`src/rtl/scl_timing_pkg.sv`:
```
// Shared types for the SCL timing generator.
package scl_timing_pkg;
    // Phase of the generated clock.
    typedef enum logic [1:0] {
        PH_IDLE = 2'd0,
        PH_LOW  = 2'd1,
        PH_HIGH = 2'd2
    } scl_phase_e;
endpackage

```
`src/rtl/scl_cfg_fields.sv`:
```
// Extracts the prescaler exponent and the two phase counts from the timing
// word. Assumes fields do not overlap; all other bits are dropped.
module scl_cfg_fields #(
    parameter int CFG_W   = 32,
    parameter int BASE_W  = 4,
    parameter int CNT_W   = 4,
    parameter int BASE_LSB = 0,
    parameter int LO_LSB   = 12,
    parameter int HI_LSB   = 16
) (
    input  logic [CFG_W-1:0]  cfg,
    output logic [BASE_W-1:0] base,
    output logic [CNT_W-1:0]  lo_cnt,
    output logic [CNT_W-1:0]  hi_cnt
);
    // Field slicing; only these bit ranges reach the timing logic.
    always_comb begin
        base   = cfg[BASE_LSB +: BASE_W];
        lo_cnt = cfg[LO_LSB   +: CNT_W];
        hi_cnt = cfg[HI_LSB   +: CNT_W];
    end
endmodule

```
`src/rtl/scl_prescaler.sv`:
```
// Power-of-two prescaler: issues a one-cycle tick every 2^base cycles.
// Assumes base may change only while restarted for exact timing.
module scl_prescaler #(
    parameter int BASE_W = 4
) (
    input  logic              clk,
    input  logic              rst_n,
    input  logic              restart,
    input  logic [BASE_W-1:0] base,
    output logic              tick
);
    localparam int PRE_W = (1 << BASE_W) - 1;

    logic [PRE_W-1:0] cnt;
    logic [PRE_W-1:0] wrap_val;

    // Terminal count for the selected exponent.
    always_comb begin
        wrap_val = ~({PRE_W{1'b1}} << base);
        tick     = !restart && (cnt == wrap_val);
    end

    // Cycle counter, cleared on restart and on each tick.
    always_ff @(posedge clk) begin
        if (!rst_n || restart || tick) cnt <= '0;
        else                           cnt <= cnt + 1'b1;
    end

    // after a tick the next tick is at least two cycles away unless base is 0.
    a_r2_tick_spacing: assert property (@(posedge clk) disable iff (!rst_n)
        (tick && base != '0) |=> (!tick || base == '0));
endmodule

```
`src/rtl/scl_phase_fsm.sv`:
```
// Phase sequencer: walks idle -> low -> high -> (low | idle), counting each
// phase in prescaled ticks and emitting edge and mid strobes. Assumes the
// tick input comes from a prescaler held in restart while idle.
module scl_phase_fsm
    import scl_timing_pkg::*;
#(
    parameter int CNT_W = 4
) (
    input  logic             clk,
    input  logic             rst_n,
    input  logic             enable,
    input  logic             run,
    input  logic             tick,
    input  logic [CNT_W-1:0] lo_cnt,
    input  logic [CNT_W-1:0] hi_cnt,
    input  logic             scl_sense,
    output scl_phase_e       phase,
    output logic             scl_level,
    output logic             rise_stb,
    output logic             fall_stb,
    output logic             mid_hi_stb,
    output logic             mid_lo_stb
);
    scl_phase_e       phase_nxt;
    logic [CNT_W-1:0] cnt, cnt_nxt;
    logic             rise_nxt, fall_nxt, mhi_nxt, mlo_nxt;

    // Next phase, tick count and strobes.
    always_comb begin
        phase_nxt = phase;
        cnt_nxt   = cnt;
        rise_nxt  = 1'b0;
        fall_nxt  = 1'b0;
        mhi_nxt   = 1'b0;
        mlo_nxt   = 1'b0;
        if (!enable) begin
            phase_nxt = PH_IDLE;
            cnt_nxt   = '0;
        end else begin
            case (phase)
                PH_IDLE: begin
                    if (run) begin
                        phase_nxt = PH_LOW;
                        cnt_nxt   = '0;
                        fall_nxt  = 1'b1;
                    end
                end
                PH_LOW: begin
                    if (tick) begin
                        mlo_nxt = (cnt == (lo_cnt >> 1));
                        if (cnt == lo_cnt) begin
                            phase_nxt = PH_HIGH;
                            cnt_nxt   = '0;
                            rise_nxt  = 1'b1;
                        end else begin
                            cnt_nxt = cnt + 1'b1;
                        end
                    end
                end
                PH_HIGH: begin
                    if (tick && scl_sense) begin
                        mhi_nxt = (cnt == (hi_cnt >> 1));
                        cnt_nxt = cnt + 1'b1;
                        if (cnt == hi_cnt) begin
                            cnt_nxt = '0;
                            if (run) begin
                                phase_nxt = PH_LOW;
                                fall_nxt  = 1'b1;
                            end else begin
                                phase_nxt = PH_IDLE;
                            end
                        end
                    end
                end
                default: begin
                    phase_nxt = PH_IDLE;
                    cnt_nxt   = '0;
                end
            endcase
        end
    end

    // State, counter and strobe registers.
    always_ff @(posedge clk) begin
        if (!rst_n) begin
            phase      <= PH_IDLE;
            cnt        <= '0;
            rise_stb   <= 1'b0;
            fall_stb   <= 1'b0;
            mid_hi_stb <= 1'b0;
            mid_lo_stb <= 1'b0;
        end else begin
            phase      <= phase_nxt;
            cnt        <= cnt_nxt;
            rise_stb   <= rise_nxt;
            fall_stb   <= fall_nxt;
            mid_hi_stb <= mhi_nxt;
            mid_lo_stb <= mlo_nxt;
        end
    end

    // SCL is pulled low only during the low phase.
    assign scl_level = (phase != PH_LOW);

    // a high phase with the line held low neither counts nor ends.
    a_r6_stretch_hold: assert property (@(posedge clk) disable iff (!rst_n)
        (enable && phase == PH_HIGH && !scl_sense) |=> (phase == PH_HIGH && $stable(cnt)));
    // the edge strobes never coincide.
    a_r7_edge_exclusive: assert property (@(posedge clk) disable iff (!rst_n)
        !(rise_stb && fall_stb));
    // a fall strobe follows a cycle with SCL released.
    a_r7_fall_after_high: assert property (@(posedge clk) disable iff (!rst_n)
        fall_stb |-> ($past(scl_level) && !scl_level));
    // the mid-low strobe occurs only while SCL is low or at the low-to-high edge.
    a_r8_mid_low_inside: assert property (@(posedge clk) disable iff (!rst_n)
        mid_lo_stb |-> (!scl_level || rise_stb));
    // disabling returns to idle with SCL released.
    a_r10_disable_idle: assert property (@(posedge clk) disable iff (!rst_n)
        !enable |=> (phase == PH_IDLE && scl_level));
    // without run the generator stays idle.
    a_r1_idle_holds: assert property (@(posedge clk) disable iff (!rst_n)
        (phase == PH_IDLE && !run) |=> (phase == PH_IDLE && !fall_stb));
endmodule

```
`src/rtl/scl_timing_gen.sv`:
```
// SCL clock timing generator top: field decode, prescaler, phase sequencer.
// Assumes the timing word is stable while the generator runs.
module scl_timing_gen
    import scl_timing_pkg::*;
#(
    parameter int CFG_W    = 32,
    parameter int BASE_W   = 4,
    parameter int CNT_W    = 4,
    parameter int BASE_LSB = 0,
    parameter int LO_LSB   = 12,
    parameter int HI_LSB   = 16
) (
    input  logic             clk,
    input  logic             rst_n,
    input  logic             enable,
    input  logic             run,
    input  logic [CFG_W-1:0] timing_cfg,
    input  logic             scl_sense,
    output logic             scl_level,
    output logic             scl_rise_stb,
    output logic             scl_fall_stb,
    output logic             mid_high_stb,
    output logic             mid_low_stb
);
    logic [BASE_W-1:0] base;
    logic [CNT_W-1:0]  lo_cnt, hi_cnt;
    logic              tick, pre_restart;
    scl_phase_e        phase;

    scl_cfg_fields #(
        .CFG_W(CFG_W), .BASE_W(BASE_W), .CNT_W(CNT_W),
        .BASE_LSB(BASE_LSB), .LO_LSB(LO_LSB), .HI_LSB(HI_LSB)
    ) u_fields (
        .cfg(timing_cfg), .base(base), .lo_cnt(lo_cnt), .hi_cnt(hi_cnt)
    );

    // Prescaler is held cleared while disabled or idle.
    assign pre_restart = !enable || (phase == PH_IDLE);

    scl_prescaler #(.BASE_W(BASE_W)) u_pre (
        .clk(clk), .rst_n(rst_n), .restart(pre_restart), .base(base), .tick(tick)
    );

    scl_phase_fsm #(.CNT_W(CNT_W)) u_fsm (
        .clk(clk), .rst_n(rst_n), .enable(enable), .run(run), .tick(tick),
        .lo_cnt(lo_cnt), .hi_cnt(hi_cnt), .scl_sense(scl_sense),
        .phase(phase), .scl_level(scl_level),
        .rise_stb(scl_rise_stb), .fall_stb(scl_fall_stb),
        .mid_hi_stb(mid_high_stb), .mid_lo_stb(mid_low_stb)
    );
endmodule

```
`config.mk`:
```
export PLATFORM = sky130hd
export DESIGN_NAME = scl_timing_gen
export DESIGN_NICKNAME = d
export VERILOG_FILES = /design/src/rtl/scl_timing_pkg.sv /design/src/rtl/scl_cfg_fields.sv /design/src/rtl/scl_prescaler.sv /design/src/rtl/scl_phase_fsm.sv /design/src/rtl/scl_timing_gen.sv
export SDC_FILE = /design/constraint.sdc
export NUM_CORES = 1
export LEC_CHECK = 0
export BUFFER_PORTS_ARGS = -buffer_cell sky130_fd_sc_hd__buf_4
export CORE_ASPECT_RATIO = 1.75
export CORE_MARGIN = 2
export CORE_UTILIZATION = 50
export DETAILED_ROUTE_END_ITERATION = 12
export GPL_ROUTABILITY_DRIVEN = 0
export PLACE_DENSITY = 0.81
export SYNTH_ARGS = -nofsm -noshare
export SYNTH_HDL_FRONTEND = slang
export SYNTH_SLANG_ARGS = --single-unit
```
`constraint.sdc`:
```
create_clock -name clk -period 3.7 [get_ports clk]
set_input_delay 0.185 -clock clk [delete_from_list [all_inputs] [get_ports clk]]
set_output_delay 0.185 -clock clk [all_outputs]
set_load 0.02 [all_outputs]
```
### Yosys cells after proc, flatten, opt, wreduce, memory -nomap -nowiden

Cells that the tools add are included.

| storage, ports and cells | value |
|---|---|
| register bits | 25 |
| bits in latches | 0 |
| bits in writable memories | 0 |
| ROM bits | 0 |
| output and inout port bits | 5 |
| logic and storage cells | 56 |
| memories kept | 0 |

| operators by class | value |
|---|---|
| add/sub/neg operators | 2 |
| $mul | 0 |
| divide/modulo/power cells | 0 |
| $lt $le $gt $ge | 0 |
| eq/ne operators | 13 |
| shift-type cells | 1 |
| mux-type cells | 18 |
| bitwise logic cells | 1 |
| reductions and logical operators | 14 |

Operators with widths:

| kind | count |
|---|---|
| $mux W4 | 5 |
| $add A15 B1 Y15 const B | 1 |
| $eq A15 B15 Y1 | 1 |
| $not A15 Y15 | 1 |
| $shl A15 B4 Y15 const A | 1 |
| $pmux W4 S3 | 1 |
| $mux W2 | 5 |
| $ne A2 B1 Y1 const B | 5 |
| $eq A4 B3 Y1 | 2 |
| $eq A4 B4 Y1 | 2 |
| $reduce_and A4 Y1 | 2 |
| $pmux W2 S3 | 1 |
| $mux W1 | 5 |
| $reduce_and A5 Y1 | 1 |
| $add A4 B1 Y4 const B | 1 |
| $logic_not A1 Y1 | 3 |
| $logic_or A1 B1 Y1 | 3 |
| $reduce_and A3 Y1 | 1 |
| $eq A2 B1 Y1 const B | 1 |
| $eq A2 B2 Y1 const B | 1 |
| $logic_and A1 B1 Y1 | 2 |
| $logic_not A2 Y1 | 1 |
| $ne A2 B2 Y1 const B | 1 |
| $pmux W1 S2 | 1 |
| $reduce_and A2 Y1 | 1 |

### Logic depth before layout (Yosys ltp)

| logic depth | value |
|---|---|
| word-level depth | 7 |
| depth in mapped cells | 11 |

### By module

Synthesis repeated with hierarchy kept, for this count alone.

| second synthesis, totals | value |
|---|---|
| cells, all modules | 221 |
| area, all modules | 1978.1 µm² |

Modules (own cells, without submodules):

| module | times used | cells each | area an instance (µm²) | sequential area each (µm²) |
|---|---|---|---|---|
| scl_prescaler | 1 | 128 | 1143.6 | 300.3 |
| scl_phase_fsm | 1 | 80 | 739.5 | 200.2 |
| scl_cfg_fields | 1 | 12 | 90.1 | 0.0 |
| scl_timing_gen | 1 | 1 | 5.0 | 0.0 |

### Worst setup path after synthesis

No wires, ideal clock.

| timing path | value |
|---|---|
| path type | register -> register |
| from | reg u_fsm.phase[0] |
| to | reg u_fsm.phase[0] |
| library setup time | 70 ps |
| data arrival time | 2247 ps |
| required time | 3630 ps |
| slack | 1383 ps |
| stages on the path, launching flop included | 10 |
| buffers on the path | 0 |
| path through | dfxtp_1 inv_1 ha_1 a2111oi_4 o31ai_1 nor4_2 o2111a_1 a31oi_1 or4_1 a21oi_1 |

| between the ends | value |
|---|---|
| longest elaborated chain between the ends | 7 |
| elaborated cells on any way between the ends | 14 |
| classes of those cells | 7 x eq/ne; 1 x mux; 6 x reduce/logical |

RTL lines:

| item | line | RTL |
|---|---|---|
| from (decl) | scl_phase_fsm.sv:17 | `output scl_phase_e phase,` |
| from (signal assigned) | scl_phase_fsm.sv:93 | `phase <= phase_nxt;` |
| $logic_not A2 Y1 | scl_phase_fsm.sv:40, scl_timing_gen.sv:38 |  |
| $logic_or A1 B1 Y1 | scl_timing_gen.sv:38 | `assign pre_restart = !enable \|\| (phase == PH_IDLE);` |
| $logic_not A1 Y1 | scl_prescaler.sv:20 | `tick = !restart && (cnt == wrap_val);` |
| $logic_and A1 B1 Y1 | scl_prescaler.sv:20 |  |
| $logic_and A1 B1 Y1 | scl_phase_fsm.sv:61 | `if (tick && scl_sense) begin` |
| $ne A2 B1 Y1 (no source line) | n/a |  |
| $reduce_and A5 Y1 (no source line) | n/a |  |

Parallel ways exist; a longest one is shown, timed or not.
A chain may end at the register's enable or synchronous reset.

### Final worst setup path

Same ends and word-level chain as after synthesis.

==> results by group <==
Power and ir drop
  – Leak Pwr: 0.683 nW
  – Pwr/cell area: between 200 and 300 nW/µm²
  – Peak supply drop: 185 µV

Clock tree
  – Post-CTS Setup Repair Bufs: 0
  – Clk buf depth: 2
  – CTS root buf: clkbuf_8
  – Post-cts sizing count: 0
  – # hold bufs at CTS: 0
  – CTS sink cnt: 25
  – Worst-path clk slew: 90 ps
  – Clock Latency Late Sink: 270 ps
  – Total CTS buffers: 3
  – Maximum level of the CTS H-tree: 1
  – TritonCTS clock tree: yes

Min path
  – Worst hold path class: input port to flip-flop
  – Hold wc startpoint: run
  – WHS Endpoint: u_fsm.fall_stb
  – Hold path cells: 2

Drt
  – Drt drc: 0
  – DRT antenna net count: 0
  – Via count: 1588
  – Drt initial violations: 40
  – Final WL: 3800 µm
  – DR WL/cell: 13.9 µm
  – Post-DR vias/cell: 5.82
  – Detailed Routing Iterations Pass 1: 4

Timing
  – Least-Margin Pin Slew: 952 ps
  – Final worst path period share: 74.6%
  – Setup TNS: 0 ps
  – RSZ-0062 raised after global routing: false
  – Peak Freq: 0.362 GHz
  – Min cycle time layout: around 2800 ps
  – Final slew viol count: 0
  – Rel. slew slack: between 30% and 40%
  – Final Skew: 8.75 ps
  – Hold Vio Cnt, Final: 0
  – Final setup violation count: 0

Placement
  – Cell Area, Placed: ~1900 µm²
  – Detail Placement HPWL: 2920 µm
  – Port Buffers: 21

Floorplan
  – Row Count: 28
  – Core Region: 3360 µm²
  – Die area: 4010 µm²
  – Die height: just over 80 µm
  – Die X: around 50 µm
  – Starting Density: 52.1%
  – Total I/O pin count: 42

Synth
  – Ys async rst share: 0%
  – Number of synthesized flops with an enable pin: 0
  – Post-synthesis sequential area ratio: 28.6%
  – Top_reg_cell synth: dfxtp_1
  – Post-synthesis net count: 259
  – Post-synthesis cell area: between 1500 and 2000 µm²
  – Syn Area/Cell: 8.11 µm²
  – Post-synth top area share: 28.6%
  – Synthesized netlist cell count: 216
  – Largest area contributor in the netlist: dfxtp_1
  – #FFs+latches synth: 25
  – Synth warnings: 0
  – Area contributors post-synth: dfxtp_1 (29%), xnor2_1 (7.0%), xor2_1 (7.0%), nor2_1 (5.1%), nand2_1 (4.7%)
  – Synth unique cells: 54

Cells and area
  – Synth-to-layout area growth: 11.0%
  – Area of the multi-input gates: 1150 µm²
  – Nets: roughly 270
  – Register area: about 500 µm²
  – FILL cells: 342
  – Commonest non-fill, non-tap cells in the layout: dfxtp_1 (25), nor2_1 (24), nand2_1 (22)
  – Antenna cells: 0
  – Fin area: between 1500 and 2000 µm²
  – Layout cell share with drive strength beyond 1: 16.2%
  – Leading cell type in the layout, fill and taps excluded: dfxtp_1

Run
  – Max Cap Violations: 0

Worst setup path
  – CP startpoint kind: flip-flop
  – WS Path Type: flip-flop to flip-flop
  – Worst reg-to-reg path cell count: 9
  – Reg-to-reg slack, setup: 940 ps
  – CP Launch Point: u_fsm.phase[0]
  – Critical R2R Launch: u_fsm.phase[0]
  – Crit-path max FO: 12
  – Setup crit end kind: flip-flop
  – Reg2reg end: u_fsm.phase[0]
  – CP arrival: approximately 3000 ps
  – Req. time, crit path: 3910 ps

Global route
  – Vias in the first global route: 1553
  – Remaining global-route overflow: 0
  – Largest net degree at the start of global routing: 21
  – Gr usage total: 20.6%
  – Initial antenna violation count: 0
  – First-pass GRT wire length: 6570 µm

Status
  – Status: finished, final reports clean
per-stage QoR:
stage | total power, W | cells | utilization, % | worst slack [ps] | hold slack [ps]
after floorplan | 0.000334 | 216 | - | 1380 | 318
after global placement | 0.000357 | 269 | 56.4 | 1050 | 441
after detailed placement | 0.000359 | 269 | 56.4 | 991 | 434
after CTS | 0.000522 | 273 | 57.8 | 940 | 155
after global routing | 0.000542 | 273 | 57.8 | 683 | 152
final | 0.000518 | 273 | 57.8 | 939 | 156
layout make-up:
class	count	share of cell area, %
Timing Repair Buffer	21	8.11
Sequential cell	25	25.7
Clock buffer	3	2.12
Inverter	8	1.54
Multi-Input combinational cell	170	59.2
Clock inverter	1	0.386
Tap cell	45	2.90
how the worst max path moves through the flow:
| stage | slack, ps | to |
|---|---|---|
| 6_report | 940 | u_fsm.phase[0] |
| 5_1_grt | 680 | u_fsm.phase[0] |
| 4_1_cts | 940 | u_fsm.phase[0] |
| 3_5_place_dp | 990 | u_fsm.phase[0] |
| 3_3_place_gp | 1050 | u_fsm.phase[0] |
| 2_1_floorplan | 1380 | u_fsm.phase[0] |
Yosys cell counts, types with 2 or more instances:
master,n
a21oi_1,5
nor2_1,24
clkbuf_1,6
xor2_1,14
o21a_1,2
o211ai_1,2
a211oi_1,3
buf_4,3
nand2b_1,3
nor4b_1,2
nand3_1,8
buf_2,2
nor3_1,7
nand2_1,22
o22ai_1,4
dfxtp_1,25
nor3b_1,3
o21ai_0,2
nor4_1,8
xnor2_1,14
ha_1,6
or4_1,2
a31o_2,4
inv_1,8
and3_1,3
nand4_1,4
or3_1,3
state kept, by name, indices dropped and copies added (netlist names):
signal            flops
u_fsm.fall_stb        1
u_fsm.phase           2
u_fsm.rise_stb        1
u_fsm.cnt             4
u_fsm.mid_lo_stb      1
u_pre.cnt            15
u_fsm.mid_hi_stb      1
cell families (layout without fill, tap and decap cells):
logic type,Yosys count,in the layout,share of synthesized area [%]
and+or+nand+nor,100,100,30.7
AOI/OAI and AO/OA,34,34,15.5
xor gates and xnor gates,28,28,14.0
DFF,25,25,28.6
buffers and inverters,21,33,5.71
adders and majority gates,6,6,4.29
muxes,2,2,1.21
metal layers:
layer  track usage, %  wire length [µm]
met2             41.4              2040
met5                0                 0
met1             19.1              1430
met3             2.88               133
met4             13.7               190
critical path, stage by stage (launching register included):
cell and delay, ps:
dfxtp_1 400, inv_1 80, ha_1 290, a2111oi_4 360
o31ai_1 140, nor4_2 280, o2111a_1 230, a31oi_1 160
or4_1 610, a21oi_1 150
report_power, final:
part | switching, W | internal, W | leakage (nW) | total [W]
clock network | 0.0000876 | 0.0000763 | 0.0217 | 0.000164
registers | 0.00000196 | 0.000271 | 0.202 | 0.000273
logic | 0.0000462 | 0.0000350 | 0.460 | 0.0000811
Power figures use the tool's default switching activity.
